[src/rtl/rxq_pkg.sv]
package rxq_pkg;

  localparam logic [1:0] ADDR_CTRL  = 2'd0;
  localparam logic [1:0] ADDR_THI   = 2'd1;
  localparam logic [1:0] ADDR_TLO   = 2'd2;
  localparam logic [1:0] ADDR_CLEAR = 2'd3;

  localparam int CNT_W  = 30;
  localparam int TIME_W = 64;

  // One queued stream command
  typedef struct packed {
    logic              immediate;
    logic              chain;
    logic [CNT_W-1:0]  count;
    logic [TIME_W-1:0] startTime;
  } rxq_cmd_t;

  // Strobes from control to datapath
  typedef struct packed {
    logic pop;
    logic pass;
  } rxq_strobe_t;

  typedef enum logic [1:0] {
    ST_IDLE = 2'd0,
    ST_WAIT = 2'd1,
    ST_RUN  = 2'd2
  } rxq_state_e;

endpackage

[src/rtl/rxq_datapath.sv]
module rxq_datapath
  import rxq_pkg::*;
#(
  parameter int DATA_W    = 32,
  parameter int CMD_DEPTH = 4
) (
  input  logic              clk,
  input  logic              rstN,
  input  logic              regWe,
  input  logic [1:0]        regAddr,
  input  logic [31:0]       regData,
  input  logic [DATA_W-1:0] sampleIn,
  input  logic              sampleInValid,
  input  rxq_strobe_t       strobe,
  output rxq_cmd_t          headCmd,
  output logic              queueEmpty,
  output logic              queueOverflow,
  output logic [DATA_W-1:0] sampleOut,
  output logic              sampleOutValid
);

  localparam int PTR_W = (CMD_DEPTH > 1) ? $clog2(CMD_DEPTH) : 1;
  localparam int OCC_W = $clog2(CMD_DEPTH + 1);
  localparam logic [PTR_W-1:0] LAST_PTR = PTR_W'(CMD_DEPTH - 1);
  localparam logic [OCC_W-1:0] FULL_OCC = OCC_W'(CMD_DEPTH);

  logic [31:0]      stageCtrl;
  logic [31:0]      stageHi;
  rxq_cmd_t         cmdMem [CMD_DEPTH];
  logic [PTR_W-1:0] wrPtr;
  logic [PTR_W-1:0] rdPtr;
  logic [OCC_W-1:0] occ;
  logic             queueFull;
  logic             commitReq;
  logic             doPush;
  logic             doPop;
  logic             clearReq;
  rxq_cmd_t         newCmd;

  assign queueFull  = (occ == FULL_OCC);
  assign queueEmpty = (occ == '0);
  assign commitReq  = regWe && (regAddr == ADDR_TLO);
  assign clearReq   = regWe && (regAddr == ADDR_CLEAR);
  assign doPush     = commitReq && !queueFull;
  assign doPop      = strobe.pop && !queueEmpty;

  always_comb begin
    newCmd.immediate = stageCtrl[31];
    newCmd.chain     = stageCtrl[30];
    newCmd.count     = stageCtrl[CNT_W-1:0];
    newCmd.startTime = {stageHi, regData};
  end

  assign headCmd = cmdMem[rdPtr];

  // staging registers for the first two words of a command
  always_ff @(posedge clk) begin
    if (!rstN) begin
      stageCtrl <= '0;
      stageHi   <= '0;
    end else if (regWe) begin
      if (regAddr == ADDR_CTRL) stageCtrl <= regData;
      if (regAddr == ADDR_THI)  stageHi   <= regData;
    end
  end

  always_ff @(posedge clk) begin
    if (doPush) cmdMem[wrPtr] <= newCmd;
  end

  always_ff @(posedge clk) begin
    if (!rstN) begin
      wrPtr <= '0;
      rdPtr <= '0;
      occ   <= '0;
    end else begin
      if (doPush) wrPtr <= (wrPtr == LAST_PTR) ? '0 : wrPtr + 1'b1;
      if (doPop)  rdPtr <= (rdPtr == LAST_PTR) ? '0 : rdPtr + 1'b1;
      case ({doPush, doPop})
        2'b10:   occ <= occ + 1'b1;
        2'b01:   occ <= occ - 1'b1;
        default: occ <= occ;
      endcase
    end
  end

  always_ff @(posedge clk) begin
    if (!rstN)                      queueOverflow <= 1'b0;
    else if (clearReq)              queueOverflow <= 1'b0;
    else if (commitReq && queueFull) queueOverflow <= 1'b1;
  end

  // sample gate, one register stage
  always_ff @(posedge clk) begin
    if (!rstN) begin
      sampleOutValid <= 1'b0;
      sampleOut      <= '0;
    end else begin
      sampleOutValid <= sampleInValid && strobe.pass;
      sampleOut      <= sampleIn;
    end
  end

endmodule

[src/rtl/rxq_ctrl.sv]
module rxq_ctrl
  import rxq_pkg::*;
(
  input  logic              clk,
  input  logic              rstN,
  input  logic              regWe,
  input  logic [1:0]        regAddr,
  input  logic [TIME_W-1:0] timeNow,
  input  rxq_cmd_t          headCmd,
  input  logic              queueEmpty,
  input  logic              sampleInValid,
  output rxq_strobe_t       strobe,
  output logic              streaming,
  output logic              lateErr,
  output logic              chainErr
);

  rxq_state_e        state, stateNext;
  logic [CNT_W-1:0]  remaining, remainingNext;
  logic              chainQ, chainNext;
  logic [TIME_W-1:0] startQ, startNext;
  logic              lateSet;
  logic              chainSet;
  logic              popReq;
  logic              lastBeat;
  logic              clearReq;

  assign clearReq  = regWe && (regAddr == ADDR_CLEAR);
  assign streaming = (state == ST_RUN);

  always_comb begin
    stateNext     = state;
    remainingNext = remaining;
    chainNext     = chainQ;
    startNext     = startQ;
    lateSet       = 1'b0;
    chainSet      = 1'b0;
    popReq        = 1'b0;
    lastBeat      = 1'b0;
    case (state)
      ST_IDLE: begin
        if (!queueEmpty) begin
          popReq = 1'b1;
          if (!headCmd.immediate && (timeNow > headCmd.startTime)) begin
            lateSet = 1'b1;
          end else begin
            remainingNext = headCmd.count;
            chainNext     = headCmd.chain;
            startNext     = headCmd.startTime;
            stateNext     = headCmd.immediate ? ST_RUN : ST_WAIT;
          end
        end
      end
      ST_WAIT: begin
        if (timeNow >= startQ) stateNext = ST_RUN;
      end
      ST_RUN: begin
        lastBeat = (remaining == '0) || (sampleInValid && (remaining == CNT_W'(1)));
        if (sampleInValid && (remaining != '0)) remainingNext = remaining - 1'b1;
        if (lastBeat) begin
          if (chainQ) begin
            if (!queueEmpty) begin
              popReq        = 1'b1;
              remainingNext = headCmd.count;
              chainNext     = headCmd.chain;
            end else begin
              chainSet  = 1'b1;
              stateNext = ST_IDLE;
            end
          end else begin
            stateNext = ST_IDLE;
          end
        end
      end
      default: stateNext = ST_IDLE;
    endcase
  end

  always_comb begin
    strobe.pop  = popReq;
    strobe.pass = (state == ST_RUN) && (remaining != '0);
  end

  always_ff @(posedge clk) begin
    if (!rstN) begin
      state     <= ST_IDLE;
      remaining <= '0;
      chainQ    <= 1'b0;
      startQ    <= '0;
    end else begin
      state     <= stateNext;
      remaining <= remainingNext;
      chainQ    <= chainNext;
      startQ    <= startNext;
    end
  end

  // sticky flags, a clear write takes precedence
  always_ff @(posedge clk) begin
    if (!rstN) begin
      lateErr  <= 1'b0;
      chainErr <= 1'b0;
    end else if (clearReq) begin
      lateErr  <= 1'b0;
      chainErr <= 1'b0;
    end else begin
      if (lateSet)  lateErr  <= 1'b1;
      if (chainSet) chainErr <= 1'b1;
    end
  end

endmodule

[src/rtl/rx_timed_gate.sv]
module rx_timed_gate
  import rxq_pkg::*;
#(
  parameter int DATA_W    = 32,
  parameter int CMD_DEPTH = 4
) (
  input  logic              clk,
  input  logic              rstN,
  input  logic              regWe,
  input  logic [1:0]        regAddr,
  input  logic [31:0]       regData,
  input  logic [63:0]       timeNow,
  input  logic [DATA_W-1:0] sampleIn,
  input  logic              sampleInValid,
  output logic [DATA_W-1:0] sampleOut,
  output logic              sampleOutValid,
  output logic              streaming,
  output logic              lateErr,
  output logic              chainErr,
  output logic              queueOverflow
);

  rxq_strobe_t strobe;
  rxq_cmd_t    headCmd;
  logic        queueEmpty;

  rxq_datapath #(
    .DATA_W    (DATA_W),
    .CMD_DEPTH (CMD_DEPTH)
  ) u_datapath (
    .clk            (clk),
    .rstN           (rstN),
    .regWe          (regWe),
    .regAddr        (regAddr),
    .regData        (regData),
    .sampleIn       (sampleIn),
    .sampleInValid  (sampleInValid),
    .strobe         (strobe),
    .headCmd        (headCmd),
    .queueEmpty     (queueEmpty),
    .queueOverflow  (queueOverflow),
    .sampleOut      (sampleOut),
    .sampleOutValid (sampleOutValid)
  );

  rxq_ctrl u_ctrl (
    .clk           (clk),
    .rstN          (rstN),
    .regWe         (regWe),
    .regAddr       (regAddr),
    .timeNow       (timeNow),
    .headCmd       (headCmd),
    .queueEmpty    (queueEmpty),
    .sampleInValid (sampleInValid),
    .strobe        (strobe),
    .streaming     (streaming),
    .lateErr       (lateErr),
    .chainErr      (chainErr)
  );

endmodule

[config.mk]
export PLATFORM = sky130hd
export DESIGN_NAME = rx_timed_gate
export DESIGN_NICKNAME = d
export VERILOG_FILES = /design/src/rtl/rxq_pkg.sv /design/src/rtl/rxq_datapath.sv /design/src/rtl/rxq_ctrl.sv /design/src/rtl/rx_timed_gate.sv
export SDC_FILE = /design/constraint.sdc
export NUM_CORES = 1
export LEC_CHECK = 0
export BUFFER_PORTS_ARGS = -buffer_cell sky130_fd_sc_hd__buf_2
export CORE_MARGIN = 5
export CORE_UTILIZATION = 54
export DETAILED_ROUTE_END_ITERATION = 10
export PLACE_DENSITY = 0.72
export SLEW_MARGIN = 20
export SYNTH_ARGS = -nofsm -noshare
export SYNTH_HDL_FRONTEND = slang
export SYNTH_HIERARCHICAL = 1
export SYNTH_SLANG_ARGS = --single-unit
[constraint.sdc]
create_clock -name clk -period 9.2 [get_ports clk]
set_clock_uncertainty 0.15 [all_clocks]
set_input_delay 1.38 -clock clk [delete_from_list [all_inputs] [get_ports clk]]
set_output_delay 1.38 -clock clk [all_outputs]
set_load 0.05 [all_outputs]
==> impl_results.md, run 1 <==
- Critical path peak fanout: 79
- Fmax: 181 MHz
- HPWL Detailed: 37500 µm
- Tightest Pin Transition: 1.21 ns
- CTS tree: yes
- Synth unique cells: 70
- Crit path required time: 9.53 ns
- Post-Syn Instances: 1887
- Hold/Removal Path Class: register to register
- Height of the die: 227 µm
- Die ar.: 51500 µm²
- Post-cts sizing count: 0
- Max Slew Vio Count: 0
- WL final: 58000 µm
- Final ANT Viol Nets: 0
- Most common cell after layout, fill and taps aside: edfxtp_1
- Synthesized Nets: 2159
- Final Wtd Congestion: 0.923
- Mapped cell area: 25400 µm²
- Status: finished clean
- Post-CTS Setup Repair Bufs: 0
- Register area share after synthesis: 61.6%
- WHS Path Cells: 2
- FF-to-FF path depth: 14
- Filler Cell Count: 3543
- Total CTS buffers: 59
- Fraction of registers with async set/reset: 0%
- Worst skew pair latency: 0.62 ns
- MaxCap Viol Count: 0
- Arr. time, crit path: 5.85 ns
- Relative slew slack: 18.6%
- Setup crit end kind: register
- Vias/cell: 5.85
- Hold endpoint: u_ctrl/remaining[6]
- I/O pin count: 171
- Drt drc: 0
- Layout area overhead: 13.4%
- DR WL/cell: 21.4 µm
- Crit path kind: register to register
- Reg-to-Reg End: u_ctrl/startQ[55]
- Share of cells above drive strength 1: 19.2%
- Clk root buf: clkbuf_16
- First-pass iteration count of the detailed router: 5
- CTS Sinks: 590
- Commonest non-fill, non-tap cells in the layout: edfxtp_1, dfxtp_1, nand2_1
- Cell Rows: 79
- GRT overflow: 0
- Vias in the first global route: 16308
- Initial drt markers: 1153
- Layout Nets: 2320
- Synth Register Bits: 590
- Worst vdd ir: 150 µV
- Non-filler cells, final: 2708
- Mean Syn Cell Area: 13.5 µm²
- Largest net degree at the start of global routing: 80
- Final setup violation count: 0
- Dominant cell type by area after synthesis: edfxtp_1
- PD cells: 216 nW/µm²
- Buffer depth of the longest clock path: 3
- DP Cell Count: 2594
- PortBufs: 170
- Via count: 15852
- Main synth FF type: edfxtp_1
- Reg2Reg Setup Slack: 3.68 ns
- LEAKAGE: 0.0110 µW
- Post-synth EDFFs: 384
- Final hold violation count: 0
- Clk slew on worst S/H paths: 0.06 ns
- Period Utilization, post-route: 60.0%
- Fin Setup TNS: 0 ns
- # hold bufs at CTS: 0
- Starting density of the core: 54.6%
- Worst hold path startpoint: u_ctrl/remaining[6]
- Yosys top cell area share: 45.4%
- Synth Warn #: 6
- Final min period: 5.52 ns
- Total track usage: 22.7%
- H-tree Lvls: 2
- Crit path launch type: register
- Die width: 227 µm
- First-pass GRT wire length: 90400 µm
- Synth top area cells: edfxtp_1, dfxtp_1, mux4_2
- Initial antenna violation count: 1
- Unrepaired setup endpoints after global routing: no
- Core ar.: 46600 µm²
## report_power, final
| part | total (µW) | leakage [µW] | internal, µW | switching, µW |
|---|---|---|---|---|
| logic | 720 | 0.00470 | 273 | 448 |
| clock network | 2520 | 0.00101 | 1520 | 1010 |
| registers | 2970 | 0.00525 | 2910 | 65.6 |
## cells in the mapped netlist, types with 4 or more instances
| cell | count |
|---|---|
| o211ai_1 | 11 |
| and2_1 | 40 |
| a2111oi_0 | 4 |
| nor4_1 | 7 |
| a22oi_1 | 12 |
| buf_6 | 8 |
| nand2b_1 | 5 |
| o32ai_1 | 9 |
| mux2i_1 | 66 |
| nand3_1 | 30 |
| mux4_2 | 96 |
| nor2_1 | 109 |
| clkbuf_1 | 35 |
| o31ai_1 | 9 |
| a21boi_1 | 47 |
| inv_1 | 145 |
| a21oi_1 | 92 |
| dfxtp_1 | 206 |
| or3_1 | 4 |
| a21boi_0 | 20 |
| nor3_1 | 19 |
| buf_2 | 34 |
| edfxtp_1 | 384 |
| buf_4 | 8 |
| a211oi_1 | 8 |
| nor2b_1 | 8 |
| o21ai_0 | 34 |
| nand2_1 | 177 |
| ha_1 | 137 |
| nand4_1 | 31 |
| a21o_1 | 27 |
| a221oi_1 | 4 |
| and3_1 | 4 |
## state kept, by name (all words and copies together), names as in the netlist, 2 cells and up, named ones only
register              cells
u_datapath/wrPtr          2
u_datapath/rdPtr          2
u_ctrl/remaining         30
u_datapath/stageCtrl     32
u_datapath/occ            3
u_datapath/cmdMem       384
u_ctrl/startQ            64
u_ctrl/state              2
u_datapath/stageHi       32
u_datapath/sampleOut     32
## worst max-delay path, stage by stage, from the launching register on
cell and delay, ns:
dfxtp_4 0.59, buf_12 0.60, mux4_2 0.60, inv_1 0.08, ha_1 0.14, nor2b_1 0.13
o211ai_1 0.09, a2111oi_0 0.67, nor4b_2 0.22, o2111a_1 0.36, a22oi_2 0.15, buf_4 0.56
buf_4 0.59, mux2i_1 0.27, nor2_1 0.07
## worst max path at each step
stage | start | endpoint | slack, ns | depth (start not counted)
2_1_floorplan | regAddr[0] | u_datapath/cmdMem[0][0] | 4.58 | 2
3_3_place_gp | register | u_ctrl/startQ[48] | 3.74 | 14
3_5_place_dp | register | u_ctrl/startQ[27] | 3.65 | 13
4_1_cts | register | u_ctrl/startQ[27] | 3.63 | 13
5_1_grt | register | u_ctrl/startQ[27] | 3.32 | 13
6_report | register | u_ctrl/startQ[55] | 3.68 | 14
## cell type report
type	count	area, µm²	area share (%)
flip-flops and latches	590	15700	54.3
repair buffers	186	986	3.42
inverters	146	548	1.90
clock buffers	79	1650	5.74
multi-input cells	1065	8770	30.4
diodes	2	5.00	0.0174
clock inverters	33	432	1.50
well taps	607	759	2.64
## per-layer routing
metal  GRT usage [%]  vias up  wire length [µm]
li1                -     7317                 -
met1            30.5     7814             23900
met2            37.7      607             27900
met3            4.38      114              4500
met4            7.34        0              1770
met5               0        -                 0
## kinds of logic after synthesis
group | share of synthesized area (%)
flip-flops | 61.6
AND/OR/NAND/NOR | 8.66
AO/OA/AOI/OAI | 7.70
buffers and inverters | 4.01
multiplexers | 11.1
adder cells (fa/ha/maj) | 6.83
XOR/XNOR | 0.0690
## through the flow
stage / utilization [%] / instance area, µm² / total power, µW / hold slack (ns) / setup WS [ns]
after global placement: 57.4 / 26700 / 3700 / 0.299 / 3.74
after floorplan: - / 25400 / 3520 / 0.291 / 4.58
final: 61.9 / 28800 / 6220 / 0.327 / 3.68
after CTS: 61.9 / 28800 / 6250 / 0.325 / 3.63
after global routing: 61.9 / 28800 / 6460 / 0.337 / 3.32
after detailed placement: 57.4 / 26700 / 3730 / 0.313 / 3.65
Note: power is estimated with default switching activity, not from simulation.
==> inputs of run 2 (changes only) <==
Clock period 9.2 ns to 5.8 ns, I/O delays scaled along.
==> run 2 against run 1 <==
  * Clock-buffer cell count up 4
  * Register-to-register slack worse by 2.8 ns
  * Critical path depth fell by 1
  * Critical endpoint is now u_ctrl/remaining[3]
==> impl_results.md, run 2 (synthesis results as in run 1) <==
- Status: finished clean
- MaxCap Viol Count: 0 (unchanged)
- Worst slack at placement: 0.973 ns (-2.68 ns)
- Max Slew Vio Count: 0 (unchanged)
- CTS tree: yes
- First-pass iteration count of the detailed router: 5 (unchanged)
- Core ar.: 46600 µm² (unchanged)
- Die ar.: 51500 µm² (unchanged)
- Max reg flops: 384 (unchanged)
- Commonest non-fill, non-tap cells in the layout: edfxtp_1, dfxtp_1, nand2_1
- Final hold violation count: 0 (unchanged)
- Final min period: 4.88 ns (-0.643 ns)
- Reg2Reg Setup Slack: 0.92 ns (-2.76 ns)
- Post-cts sizing count: 0 (unchanged)
- Crit path required time: 6.16 ns (-3.37 ns)
- Filler Cell Count: 3533 (-0.28%)
- PD cells: 333 nW/µm² (+55%)
- Share of cells above drive strength 1: 18.8% (-0.35 points)
- Worst vdd ir: 219 µV (+46%)
- Arr. time, crit path: 5.23 ns (-0.62 ns)
- # hold bufs at CTS: 0 (unchanged)
- Die width: 227 µm (unchanged)
- Total CTS buffers: 58 (-1.7%)
- GRT overflow: 0 (unchanged)
- Final ANT Viol Nets: 0 (unchanged)
- Layout Nets: 2329 (+0.39%)
- Vias in the first global route: 16205 (-0.63%)
- Setup crit end kind: register
- First-pass GRT wire length: 90400 µm (about the same)
- Worst skew pair latency: 0.61 ns (about the same)
- Cell Rows: 79 (unchanged)
- PortBufs: 170 (unchanged)
- DR WL/cell: 21.5 µm (+0.54%)
- Reg-to-Reg End: u_ctrl/remaining[3]
- Worst hold path startpoint: sampleIn[23]
- Buffer depth of the longest clock path: 3 (unchanged)
- I/O pin count: 171 (unchanged)
- WHS Path Cells: 2 (unchanged)
- Via count: 15843 (-0.057%)
- Largest regs: u_datapath/cmdMem (384), u_ctrl/startQ (64)
- Final setup violation count: 0 (unchanged)
- Crit path kind: register to register
- Total track usage: 22.8% (+0.069 points)
- Fin Setup TNS: 0 ns (unchanged)
- Min setup slack post-route: 0.924 ns (-2.76 ns)
- Tightest Pin Transition: 1.04 ns (-0.174 ns)
- Most flops, register: u_datapath/cmdMem
- Relative slew slack: 30.3% (+12 points)
- Height of the die: 227 µm (unchanged)
- Post-CTS Setup Repair Bufs: 0 (unchanged)
- Drt drc: 0 (unchanged)
- Crit path launch type: register
- Largest net degree at the start of global routing: 68 (-15%)
- Unrepaired setup endpoints after global routing: no
- Starting density of the core: 54.6% (unchanged)
- Hold/Removal Path Class: input pin to register
- Initial drt markers: 1340 (+16%)
- Hold endpoint: u_datapath/sampleOut[23]
- HPWL Detailed: 38200 µm (+1.8%)
- Layout area overhead: 13.1%
- Fmax: 205 MHz (+13%)
- Most common cell after layout, fill and taps aside: edfxtp_1
- WL final: 58500 µm (+0.80%)
- CTS Sinks: 590 (unchanged)
- LEAKAGE: 0.0109 µW (-0.14%)
- Vias/cell: 5.84 (-0.31%)
- Clk root buf: clkbuf_16
- Critical path peak fanout: 41 (-48%)
- Final Wtd Congestion: 0.880 (-4.6%)
- FF-to-FF path depth: 13 (-1)
- Clk slew on worst S/H paths: 0.06 ns (about the same)
- Initial antenna violation count: 1 (unchanged)
- H-tree Lvls: 2 (unchanged)
- Period Utilization, post-route: 84.1% (+24 points)
[run 2: cell types whose count changed in the layout (fill, tap and decap cells not counted), sizes merged]
cell      before  now
buf          186  196
clkinvlp       7    1
clkinv        14   19
bufinv         9    5
clkbuf        79   83
inv          149  147
[run 2: area by class of cell]
class                   count  area [µm²]  area share, %
multi-input cells        1065        8770           30.5
clock inverters            26         250          0.871
diodes                      2        5.00         0.0174
clock buffers              83        1640           5.70
inverters                 146         548           1.91
flip-flops and latches    590       15700           54.5
repair buffers            196        1100           3.82
well taps                 607         759           2.64
[run 2: per-layer routing]
metal | up-vias | track usage, % | wire, µm
li1 | 7322 | - | -
met3 | 106 | 4.30 | 4170
met1 | 7847 | 30.7 | 24300
met4 | 0 | 7.12 | 1690
met2 | 568 | 37.9 | 28400
met5 | - | 0 | 0
[run 2: power by group]
group	total, µW	internal (µW)	leakage, µW	switching (µW)
combinational	1160	446	0.00476	711
clock	3700	2180	0.000926	1530
sequential	4720	4610	0.00525	108
[run 2: worst max-delay path by stage]
| stage | start | to | slack (ns) |
|---|---|---|---|
| after global routing | register | u_ctrl/remaining[21] | 0.65 |
| after CTS | register | u_ctrl/remaining[21] | 0.93 |
| final | register | u_ctrl/remaining[3] | 0.92 |
| after global placement | register | u_ctrl/remaining[27] | 1.05 |
| after floorplan | regAddr[0] | u_datapath/cmdMem[0][0] | 1.69 |
| after detailed placement | register | u_ctrl/remaining[3] | 0.97 |
[run 2: through the flow]
step	utilization, %	area, µm²	total power [µW]	hold slack, ns	cells
finish	61.7	28700	9570	0.321	2715
global route	61.7	28700	9970	0.290	2714
CTS	61.7	28700	9640	0.280	2713
detailed placement	57.6	26800	5940	0.313	2604
global placement	57.6	26800	5890	0.303	2604
floorplan	-	25400	5590	0.291	1887
[run 2: worst max-delay path, cell delays in order (launching register included)]
cell,delay (ns)
dfxtp_4,0.69
buf_12,0.39
buf_4,0.28
mux4_2,0.55
inv_1,0.08
ha_1,0.14
nand4_1,0.18
nor4_1,0.50
nand4_1,0.19
o2111a_1,0.38
a21oi_4,0.70
buf_12,0.26
o21ai_0,0.10
a21oi_1,0.15
==> inputs of run 3 (changes only) <==
Settings changed: ABC_AREA from default to 1.
Clock period 5.8 ns to 4.6 ns, I/O delays scaled along.
==> run 3 against run 2 <==
  * Global-route usage up 1.8 points
  * Register-to-register slack got worse by 0.36 ns
  * Die area grew 4.4%
  * Worst hold slack worse by 0.21 ns
  * Clock power is 29% higher
  * Critical path depth up 6
==> impl_results.md, run 3 <==
- Worst skew pair latency: 0.62 ns (about the same)
- Mapped cell area: 26600 µm² (+4.6%)
- Clk slew on worst S/H paths: 0.06 ns (about the same)
- Final setup violation count: 0 (unchanged)
- Largest net degree at the start of global routing: 135 (+99%)
- CP peak stage delay: 0.41 ns (-0.29 ns)
- DP Cell Count: 3466 (+33%)
- Via count: 19948 (+26%)
- Mean Syn Cell Area: 9.75 µm² (-28%)
- Relative slew slack: 34.4% (+4.1 points)
- Tightest Pin Transition: 0.984 ns (-0.0541 ns)
- Most common cell in the netlist: nor2_1
- Most Frequent Cell on Critical Path: nand2_1
- Synth Warn #: 6 (unchanged)
- MaxCap Viol Count: 0 (unchanged)
- Total track usage: 24.5% (+1.8 points)
- Die ar.: 53800 µm² (+4.4%)
- Post-synth top cells: nor2_1, edfxtp_1, nand2_1, inv_1, dfxtp_1
- Max Slew Vio Count: 0 (unchanged)
- Clock share of power: 30.9% (-7.7 points)
- Post-synth EDFFs: 384 (unchanged)
- Placed Area: 27900 µm² (+4.0%)
- Share of cells above drive strength 1: 11.7% (-7.1 points)
- Comb pwr share: 28.4% (+16 points)
- Core ar.: 48800 µm² (+4.9%)
- First-pass iteration count of the detailed router: 6 (+1)
- Vias in the first global route: 19184 (+18%)
- Fmax: 248 MHz (+21%)
- Register area share after synthesis: 58.9% (-2.7 points)
- Most flops, register: u_datapath/cmdMem
- GRT overflow: 0 (unchanged)
- CP bufs+invs: 4 (unchanged)
- Most common cell after layout, fill and taps aside: nor2_1
- PortBufs: 170 (unchanged)
- Drt drc: 0 (unchanged)
- CTS tree: yes
- Reg-to-Reg End: u_ctrl/startQ[16]
- Pint: 10200 µW (+41%)
- Synthesized Nets: 2998 (+39%)
- I/O pin count: 171 (unchanged)
- Post-CTS Setup Repair Bufs: 0 (unchanged)
- Final Wtd Congestion: 0.915 (+3.9%)
- Initial antenna violation count: 2 (+1)
- Cell Rows: 81 (+2.5%)
- Dominant cell type by area after synthesis: edfxtp_1
- Crit path kind: register to register
- Arr. time, crit path: 4.42 ns (-0.81 ns)
- Instance count on the critical path: 19 (+6)
- Critical path peak fanout: 82 (+100%)
- Crit path required time: 4.99 ns (-1.17 ns)
- Final ANT Viol Nets: 0 (unchanged)
- HPWL Detailed: 45400 µm (+19%)
- Main synth FF type: edfxtp_1
- Height of the die: 232 µm (+2.2%)
- CTS Sinks: 590 (unchanged)
- H-tree Lvls: 2 (unchanged)
- Non-filler cells, final: 3576 (+32%)
- Fin area: 29900 µm² (+4.0%)
- Final min period: 4.03 ns (-0.844 ns)
- Worst hold margin: 0.113 ns (-0.207 ns)
- Sw Ratio: 33.9% (+9.4 points)
- Period Utilization, post-route: 87.7% (+3.6 points)
- Initial drt markers: 1974 (+47%)
- Starting density of the core: 54.4% (-0.14 points)
- Die width: 232 µm (+2.2%)
- Synth top area cells: edfxtp_1, dfxtp_1, ha_1
- Clk root buf: clkbuf_16
- Total Power: 15500 µW (+61%)
- Worst vdd ir: 437 µV (+99%)
- First-pass GRT wire length: 105000 µm (+16%)
- Largest regs: u_datapath/cmdMem (384), u_ctrl/startQ (64)
- Final hold violation count: 0 (unchanged)
- Synth unique cells: 42 (-40%)
- Total CTS buffers: 58 (unchanged)
- Net Switching: 5240 µW (+120%)
- LEAKAGE: 0.0124 µW (+13%)
- Commonest non-fill, non-tap cells in the layout: nor2_1, edfxtp_1, nand2_1
- Reg2Reg Setup Slack: 0.57 ns (-0.36 ns)
- PD cells: 518 nW/µm² (+55%)
- Hold/Removal Path Class: input pin to register
- Unrepaired setup endpoints after global routing: no
- # hold bufs at CTS: 0 (unchanged)
- Max reg flops: 384 (unchanged)
- Crit-path slowest cell: dfxtp_4
- WL final: 67500 µm (+15%)
- CP endpoint: u_ctrl/startQ[16]
- Layout area overhead: 12.3%
- FF-to-FF path depth: 19 (+6)
- Delay-heaviest family, CP: simple AND/OR/NAND/NOR gates
- Critical Path, Cell by Cell: inv_6 -> buf_12 -> nor2_1 -> o22ai_1 -> inv_1 -> ha_1 -> nand2_1 -> nor2_1 -> nand2_1 -> nor2_1 -> nand2_1 -> nand2_1 -> nand2_1 -> nand2_2 -> nand2_1 -> nand2_4 -> buf_12 -> o21ai_1 -> a21oi_1
- Layout Nets: 3134 (+35%)
- Post-Syn Instances: 2726 (+44%)
- Yosys top cell area share: 43.4% (-2.0 points)
- Flop pwr share: 40.6% (-8.7 points)
- Post-cts sizing count: 0 (unchanged)
- Status: finished clean
- Crit path launch type: register
- DR WL/cell: 18.9 µm (-12%)
- Buffer depth of the longest clock path: 3 (unchanged)
- Vias/cell: 5.58 (-4.4%)
- Synth Register Bits: 590 (unchanged)
- Fraction of registers with async set/reset: 0% (unchanged)
- Setup crit end kind: register
## run 3: worst min-delay path by stage
stage,startpoint,to,slack (ns),cells after the start
2_1_floorplan,u_ctrl/startQ[50],u_ctrl/startQ[50],0.28,2
5_1_grt,sampleIn[27],u_datapath/sampleOut[27],0.10,3
6_report,sampleIn[27],u_datapath/sampleOut[27],0.11,3
3_3_place_gp,u_datapath/queueOverflow,u_datapath/queueOverflow,0.28,2
4_1_cts,sampleIn[27],u_datapath/sampleOut[27],0.08,3
3_5_place_dp,u_datapath/queueOverflow,u_datapath/queueOverflow,0.29,2
## run 3: stage by stage
step / worst slack [ns] / utilization [%] / setup TNS [ns]
after global placement: 0.790 / 57.1 / 0
after global routing: 0.310 / 61.1 / 0
after CTS: 0.597 / 61.1 / 0
after detailed placement: 0.652 / 57.1 / 0
final: 0.568 / 61.1 / 0
after floorplan: -1.24 / - / -476.22
## run 3: logic make-up after synthesis
family,after synthesis,synth area share [%]
fa+ha+maj,138,6.52
compound gates,636,12.6
simple gates,904,13.8
buf+inv,441,7.61
xor+xnor,17,0.560
flops,590,58.9
## run 3: area by class of cell
type | count | area (µm²)
clock buffer | 76 | 1680
timing repair buffer | 201 | 1260
antenna | 1 | 2.50
sequential | 590 | 15700
clock inverter | 33 | 282
fill | 4035 | 19000
tap | 664 | 831
multi-input combinational | 1695 | 8950
inverter | 316 | 1200
## run 3: tightest hold or removal path, delay by kind of cell
kind / cells / cell delay (ns)
buffers and inverters: 2 / 0.11
and+or+nand+nor: 1 / 0.04
## run 3: power by group through the flow
stage          Clock, µW  Sequential (µW)  Combinational, µW
2_1_floorplan          0             6370               3240
3_3_place_gp           0             6370               4180
3_5_place_dp           0             6390               4330
4_1_cts             4850             6270               4360
5_1_grt             5080             6320               4950
6_report            4790             6280               4400
## run 3: layer usage
layer  part of all wire, %  vias up  GRT usage, %
li1                      -     9528             -
met5                 0.019        -             0
met2                    49      784          41.2
met4                   2.2        2          6.48
met1                    41     9529          33.7
met3                   8.1      105          3.78
